File: src/rtl/pll_lock_pkg.sv
`timescale 1ns/1ps
package pll_lock_pkg;

   typedef enum logic {
      LK_PHASE = 1'b0,
      LK_FREQ  = 1'b1
   } lock_mode_e;

endpackage

File: src/rtl/lock_ref_watchdog.sv
`timescale 1ns/1ps
module lock_ref_watchdog #(
   parameter int TMO_W   = 16,
   parameter int MIN_TMO = 2
) (
   input  logic             clk,
   input  logic             rst_n,
   input  logic             strobe,
   input  logic [TMO_W-1:0] tmo_in,
   output logic             ref_ok
);
   localparam logic [TMO_W-1:0] TMO_FLOOR = TMO_W'(MIN_TMO);
   localparam logic [TMO_W-1:0] GAP_MAX   = '1;

   logic [TMO_W-1:0] gap_q;
   logic [TMO_W-1:0] tmo_eff;

   assign tmo_eff = (tmo_in < TMO_FLOOR) ? TMO_FLOOR : tmo_in;
   // A strobe this cycle always counts as activity.
   assign ref_ok  = strobe || (gap_q < tmo_eff);

   always_ff @(posedge clk) begin
      if (!rst_n) begin
         gap_q <= '0;
      end else if (strobe) begin
         gap_q <= '0;
      end else if (gap_q != GAP_MAX) begin
         gap_q <= gap_q + TMO_W'(1);
      end
   end
endmodule

File: src/rtl/lock_run_counter.sv
`timescale 1ns/1ps
module lock_run_counter #(
   parameter int QUAL_W   = 8,
   parameter int MIN_QUAL = 16
) (
   input  logic              clk,
   input  logic              rst_n,
   input  logic              enable,
   input  logic              clear,
   input  logic              window,
   input  logic              strobe,
   input  logic [QUAL_W-1:0] qual_cnt,
   output logic              qualified
);
   localparam int RUN_W = QUAL_W + 1;
   localparam logic [RUN_W-1:0] RUN_FLOOR = RUN_W'(MIN_QUAL);

   logic [RUN_W-1:0] run_q;
   logic [RUN_W-1:0] run_d;
   logic [RUN_W-1:0] need_raw;
   logic [RUN_W-1:0] need;

   assign need_raw = {1'b0, qual_cnt} + RUN_W'(1);
   assign need     = (need_raw < RUN_FLOOR) ? RUN_FLOOR : need_raw;

   always_comb begin
      if (!enable || clear || !window) begin
         run_d = '0;
      end else if (strobe && (run_q < need)) begin
         run_d = run_q + RUN_W'(1);
      end else begin
         run_d = run_q;
      end
   end

   assign qualified = enable && !clear && window && (run_d >= need);

   always_ff @(posedge clk) begin
      if (!rst_n) run_q <= '0;
      else        run_q <= run_d;
   end
endmodule

File: src/rtl/lock_cfg_watch.sv
`timescale 1ns/1ps
module lock_cfg_watch #(
   parameter int QUAL_W = 8
) (
   input  logic              clk,
   input  logic              rst_n,
   input  logic              mode,
   input  logic [QUAL_W-1:0] qual_cnt,
   output logic              changed
);
   logic              mode_q;
   logic [QUAL_W-1:0] qual_q;

   assign changed = (mode != mode_q) || (qual_cnt != qual_q);

   // Settings are captured during reset so leaving reset is not a change.
   always_ff @(posedge clk) begin
      mode_q <= mode;
      qual_q <= qual_cnt;
   end

   logic unused_rst;
   assign unused_rst = rst_n;
endmodule

File: src/rtl/pll_lock_qualifier.sv
`timescale 1ns/1ps
module pll_lock_qualifier
   import pll_lock_pkg::*;
#(
   parameter int QUAL_W   = 8,
   parameter int MIN_QUAL = 16,
   parameter int TMO_W    = 16,
   parameter int MIN_TMO  = 2
) (
   input  logic              clk,
   input  logic              rst_n,
   input  logic              pd_strobe,
   input  logic              in_window,
   input  logic              mode_freq,
   input  logic [QUAL_W-1:0] qual_cnt,
   input  logic [TMO_W-1:0]  ref_timeout,
   output logic              lock_o
);
   generate
      if (QUAL_W < 1 || QUAL_W > 16) begin : g_bad_qual_w
         $error("QUAL_W out of range");
      end
      if (MIN_QUAL < 1 || MIN_QUAL > (1 << QUAL_W)) begin : g_bad_min_qual
         $error("MIN_QUAL must lie within 1 .. 2**QUAL_W");
      end
      if (TMO_W < 2 || TMO_W > 24) begin : g_bad_tmo_w
         $error("TMO_W out of range");
      end
      if (MIN_TMO < 1 || MIN_TMO >= (1 << TMO_W)) begin : g_bad_min_tmo
         $error("MIN_TMO must be representable and nonzero");
      end
   endgenerate

   lock_mode_e mode;
   logic       cfg_changed;
   logic       ref_ok;
   logic       run_ok;
   logic       lock_d;
   logic       lock_q;

   assign mode = lock_mode_e'(mode_freq);

   lock_cfg_watch #(.QUAL_W(QUAL_W)) u_cfg (
      .clk      (clk),
      .rst_n    (rst_n),
      .mode     (mode_freq),
      .qual_cnt (qual_cnt),
      .changed  (cfg_changed)
   );

   lock_ref_watchdog #(.TMO_W(TMO_W), .MIN_TMO(MIN_TMO)) u_wdog (
      .clk    (clk),
      .rst_n  (rst_n),
      .strobe (pd_strobe),
      .tmo_in (ref_timeout),
      .ref_ok (ref_ok)
   );

   lock_run_counter #(.QUAL_W(QUAL_W), .MIN_QUAL(MIN_QUAL)) u_run (
      .clk       (clk),
      .rst_n     (rst_n),
      .enable    (mode == LK_FREQ),
      .clear     (cfg_changed),
      .window    (in_window),
      .strobe    (pd_strobe),
      .qual_cnt  (qual_cnt),
      .qualified (run_ok)
   );

   always_comb begin
      if (cfg_changed)          lock_d = 1'b0;
      else if (mode == LK_FREQ) lock_d = run_ok;
      else                      lock_d = in_window && ref_ok;
   end

   always_ff @(posedge clk) begin
      if (!rst_n) lock_q <= 1'b0;
      else        lock_q <= lock_d;
   end

   assign lock_o = lock_q;
endmodule

File: config.mk
export PLATFORM = sky130hd
export DESIGN_NAME = pll_lock_qualifier
export DESIGN_NICKNAME = d
export VERILOG_FILES = /design/src/rtl/pll_lock_pkg.sv /design/src/rtl/lock_ref_watchdog.sv /design/src/rtl/lock_run_counter.sv /design/src/rtl/lock_cfg_watch.sv /design/src/rtl/pll_lock_qualifier.sv
export SDC_FILE = /design/constraint.sdc
export NUM_CORES = 1
export LEC_CHECK = 0
export BUFFER_PORTS_ARGS = -buffer_cell sky130_fd_sc_hd__buf_4
export CAP_MARGIN = 15
export CORE_MARGIN = 2
export CORE_UTILIZATION = 45
export CTS_CLUSTER_DIAMETER = 30
export DETAILED_ROUTE_END_ITERATION = 6
export PLACE_DENSITY_LB_ADDON = 0.05
export SLEW_MARGIN = 20
export SYNTH_ARGS = -nofsm -noshare
export SYNTH_HDL_FRONTEND = slang
export SYNTH_SLANG_ARGS = --single-unit
File: constraint.sdc
create_clock -name clk -period 11.5 [get_ports clk]
set_input_delay 1.725 -clock clk [delete_from_list [all_inputs] [get_ports clk]]
set_output_delay 1.725 -clock clk [all_outputs]
set_load 0.05 [all_outputs]
After elaboration in Yosys (flattened, before gate mapping). Cells that the tools add are included.

Register bits after elaboration: 35. Bits of input ports: 29.

Mux-type cells: 5. Reductions and logical operators: 14. Order comparisons: 5. Eq/ne operators: 3. $add $sub $neg: 3. Bitwise operators: 1.

Operator list (count): $mux W9 (3); $add A16 B1 Y16 const B (1); $lt A16 B16 Y1 (1); $lt A16 B2 Y1 const B (1); $mux W16 (1); $ne A16 B16 Y1 const B (1); $add A8 B1 Y9 const B (1); $add A9 B1 Y9 const B (1); $ge A9 B9 Y1 (1); $lt A9 B5 Y1 const B (1); $lt A9 B9 Y1 (1); $ne A8 B8 Y1 (1); $logic_and A1 B1 Y1 (5); $logic_or A1 B1 Y1 (4); $reduce_or A2 Y1 (2); $logic_not A1 Y1 (3); $mux W1 (1); $ne A1 B1 Y1 (1); $not A1 Y1 (1).

Logic depth before layout (Yosys ltp).
Depth in word-level cells: 10. Mapped depth: 18.

Cells and area by module. From an unflattened synthesis, not the netlist that was laid out.

Cell total of the unflattened synthesis: 315. Area, all modules: 2586.2 sq um.

By module, submodules not included: lock_ref_watchdog (cells an instance 150, area each 1199.9 sq um, times used 1); lock_run_counter (cells an instance 139, area each 1067.3 sq um, times used 1); lock_cfg_watch (cells an instance 21, area each 276.5 sq um, times used 1); pll_lock_qualifier (cells an instance 5, area each 42.5 sq um, times used 1).

Worst setup path before layout. No wires, ideal clock.

Path kind: input-to-reg. Start point: input qual_cnt[0]. End point: register lock_q (netlist: lock_o). Library setup time: 0.128 ns. Buffers on the path: 1. Required time: 11.372 ns. Slack: 6.248 ns. Stages: 18. Arrival: 5.124 ns. Cells stage by stage: ha_1 > and3_4 > mux2_4 > and2_1 > nor2_1 > ha_1 > a21oi_1 > o21a_1 > o21ai_1 > clkbuf_1 > or4_1 > a21oi_1 > ha_1 > a21o_1 > a31oi_1 > o21ai_0 > a221oi_1 > a211oi_1.

Longest elaborated chain between the ends: 10. Elaborated cells between the ends (all ways): 18. Classes of those cells: add/sub: 1; order compare: 3; eq/ne: 1; mux: 4; reduce/logical: 9.

RTL lines: start: declaration (line pll_lock_qualifier.sv:15) `input logic [QUAL_W-1:0] qual_cnt,`; $add A8 B1 Y9 (line lock_run_counter.sv:23) `assign need_raw = {1'b0, qual_cnt} + RUN_W'(1);`; $lt A9 B5 Y1 (line lock_run_counter.sv:24) `assign need = (need_raw < RUN_FLOOR) ? RUN_FLOOR : need_raw;`; $mux W9 (line lock_run_counter.sv:24); $lt A9 B9 Y1 (line lock_run_counter.sv:29) `end else if (strobe && (run_q < need)) begin`; $logic_and A1 B1 Y1 (line lock_run_counter.sv:29); $mux W9 (line lock_run_counter.sv:29); $mux W9 * (line lock_run_counter.sv:27) `if (!enable || clear || !window) begin`; named net u_run.run_d[2] (line lock_run_counter.sv:19) `logic [RUN_W-1:0] run_d;`; $ge A9 B9 Y1 * (line lock_run_counter.sv:36) `assign qualified = enable && !clear && window && (run_d >= need);`; $logic_and A1 B1 Y1 * (line lock_run_counter.sv:36); $mux W1 * (line pll_lock_qualifier.sv:72) `else if (mode == LK_FREQ) lock_d = run_ok;`; end signal: assignment (line pll_lock_qualifier.sv:78) `else lock_q <= lock_d;`; end: declaration (line pll_lock_qualifier.sv:39) `logic lock_q;`.

Mark *: on every way through the listed nets, which the timed path passes. The rest lies on a longest branch. A chain may end at the register's enable or synchronous reset.

Final worst setup path. Ends and elaborated chain as after synthesis.

==> results by group <==
Status
  – Status: completed

Setup path
  – Depth of the worst register-to-register path: 12
  – CP Launch Type: input pin
  – WP data required: 11670 ps
  – WS Path Type: input pin to flip-flop
  – FF-to-FF setup slack: 8160 ps
  – Arrival time of the worst setup path: 5590 ps
  – Crit end category: flip-flop
  – Crit-path max FO: 12

Clock network
  – Clk Latency, worst-skew pair: 290 ps
  – Total clock sinks: 35
  – Clk buf depth: 2
  – Clock slew at reported path FFs: 70 ps
  – CTS Hold Buffers Added: 0
  – CTS Buf Count: 5
  – CTS tree: built
  – Htree depth: 2
  – Clock root cell: clkbuf_8
  – Post-cts resize count: 0
  – Post-CTS Setup Bufs: 0

Logic synthesis
  – Synth Instances: 309
  – Avg Inst Size Synth: 8.36 um^2
  – Sequential-to-total area share from yosys stat: 0.271
  – Yosys synthesis warning count: 0
  – Asr flop ratio synth: 0
  – Post-synth EDFFs: 0
  – Post-synth cell types: 47
  – Primary FF master, synth: dfxtp_1
  – Total nets after synthesis: 373
  – Mapped cell area: 2580 um^2
  – Yosys reg bits: 35

Timing
  – Final Critical Period: 5420 ps
  – Relative slew slack: 0.532
  – # setup viols final: 0
  – Max Fclk: 184 MHz
  – RSZ-0062 raised after global routing: false
  – Final Max Slew Viols: 0
  – Worst-Margin Slew: 697 ps
  – Hold slack: 504 ps
  – Final clock skew: 8.43 ps
  – Setup TNS: 0 ps
  – Final Hold Vio Count: 0
  – Final Cycle Share: 0.471

Pwr
  – Pleak: 1.27 nW
  – Sw frac: 0.259
  – Power Dens Cells: 85.4 nW/um^2
  – Net Sw Power: 0.0000651 W
  – Max IR drop VDD: 0.0444 mV
  – Seq pwr share: 0.494
  – Comb pwr share: 0.134
  – Clock group share of total power: 0.372
  – Pint: 0.000186 W

Die
  – Ports: 30
  – Die width: 79.8 um
  – CORE AREA: 5540 um^2
  – Die Ht: 79.8 um
  – Initial core utilization: 0.466
  – Num rows: 27
  – Die ar.: 6360 um^2

Finish
  – # diodes: 0
  – Filler Cells Inserted: 550
  – Area Growth Syn to Fin: 14.1%
  – Fin nets: 401
  – Fraction of layout instances using a drive strength above 1: 0.131

Min path
  – Hold Crit Depth: 2
  – Hold Crit Class: flip-flop to flip-flop

Global routing
  – Vias in the first global route: 2179
  – First-pass GRT wire length: 9900 um
  – Total GRT Usage: 0.197
  – Initial antenna violation count: 0
  – Largest net degree at the start of global routing: 19
  – Grt ovf: 0

Drt
  – First drt pass iteration count: 4
  – DRT Wirelength: 5930 um
  – Via count: 2320
  – DR DRC count: 0
  – Final ANT Viol Nets: 0
  – Vias per Instance: 5.67
  – First DRT Iteration DRCs: 49
  – WL per Instance: 14.5 um

Placed design
  – RePlAce Congestion: 0.894
  – Hpwl dp: 4610 um
  – Port bufs: 29

Job
  – Max cap viols: 0
## sequential cells by signal (all words and copies together), names as in the netlist
register      flops
lock_o            1
u_cfg.mode_q      1
u_cfg.qual_q      8
u_run.run_q       9
u_wdog.gap_q     16
## cell usage in the layout, fill, tap and decap left out, types with 5 or more instances in the layout
master | netlist | final
o21ai_0 | 11 | 11
buf_4 | 0 | 29
nand2_1 | 17 | 17
nand4_1 | 15 | 15
nor3_1 | 8 | 8
and3_1 | 7 | 7
nand3_1 | 7 | 7
a21oi_1 | 22 | 22
dfxtp_1 | 35 | 35
o21a_1 | 5 | 5
xor2_1 | 11 | 11
nor2_1 | 25 | 25
inv_1 | 21 | 21
clkbuf_8 | 0 | 6
ha_1 | 35 | 35
xnor2_1 | 14 | 14
o211ai_1 | 7 | 7
## through the flow
step	instances	total power [W]	utilization	setup slack, ps	cell area (um^2)
final	409	0.000252	0.532	6080	2950
after global routing	409	0.000265	0.532	5780	2950
after CTS	409	0.000255	0.532	6050	2950
after detailed placement	402	0.000161	0.516	5740	2860
after global placement	402	0.000161	0.516	5820	2860
after floorplan	309	0.000146	-	6250	2580
## layer usage
layer  part of all wire  track usage  vias up
li1                   -            -     1196
met1               0.44        0.237     1097
met2               0.53        0.359       23
met3              0.026       0.0396        4
met4             0.0074       0.0458        0
met5                  0            0        -
## worst max-delay path, stage by stage
cell and delay [ps]:
buf_4 140, ha_1 220, and3_4 210, mux2_4 300, and2_1 150, nor2_1 150
ha_1 270, a21oi_1 150, o21a_1 190, o21ai_1 240, or4_1 570, a21oi_1 170
ha_1 260, a21o_1 180, a31oi_1 170, o21ai_0 130, a221oi_1 270, a211oi_1 80
## cells in the mapped netlist (3+ instances only)
cell       count  area share
o21ai_0       11       0.021
a21o_1         4       0.012
inv_1         21       0.031
nand2_1       17       0.025
and2_1         4      0.0097
ha_1          35        0.17
o31ai_1        4       0.012
nor2_1        25       0.036
nand2b_1       4      0.0097
or3_1          4      0.0097
xnor2_1       14       0.047
o2111ai_1      3       0.010
a21oi_1       22       0.043
nor4_1         4      0.0097
o211ai_1       7       0.020
a211oi_1       4       0.012
clkbuf_1       6      0.0087
nor3_1         8       0.016
or4_4          3       0.013
xor2_1        11       0.037
and3_1         7       0.017
nand4_1       15       0.036
o21a_1         5       0.015
dfxtp_1       35        0.27
nand3_1        7       0.014
## layout make-up
class / instances / area, um^2 / share of cell area
Multi-Input combinational cell: 245 / 1770 / 0.601
Clock inverter: 1 / 5.00 / 0.00170
Tap cell: 72 / 90.1 / 0.0306
Timing Repair Buffer: 29 / 218 / 0.0739
Sequential cell: 35 / 701 / 0.238
Inverter: 21 / 78.8 / 0.0268
Clock buffer: 6 / 82.6 / 0.0280
## cells by family (layout without fill, tap and decap cells)
kind of cell / count (synthesis) / in the layout / share of synthesized area
flops: 35 / 35 / 0.271
xor+xnor: 25 / 25 / 0.0848
compound gates: 75 / 75 / 0.194
fa+ha+maj: 35 / 35 / 0.170
mux: 3 / 3 / 0.0136
simple gates: 107 / 107 / 0.224
buf+inv: 29 / 57 / 0.0426
## path summary, 6_finish.rpt
kind	to	startpoint
hold / removal	u_wdog.gap_q[1]	u_wdog.gap_q[1]
setup / recovery	lock_o	qual_cnt[0]
hold reg to reg	u_wdog.gap_q[1]	u_wdog.gap_q[1]
setup reg to reg	lock_o	u_run.run_q[6]
## power by group through the flow
stage	Combinational [W]	Sequential, W	Clock, W
after detailed placement	0.0000340	0.000127	0
after CTS	0.0000343	0.000124	0.0000968
after global placement	0.0000337	0.000127	0
after global routing	0.0000383	0.000124	0.000102
final	0.0000338	0.000124	0.0000936
after floorplan	0.0000189	0.000127	0
Power figures use the tool's default switching activity.
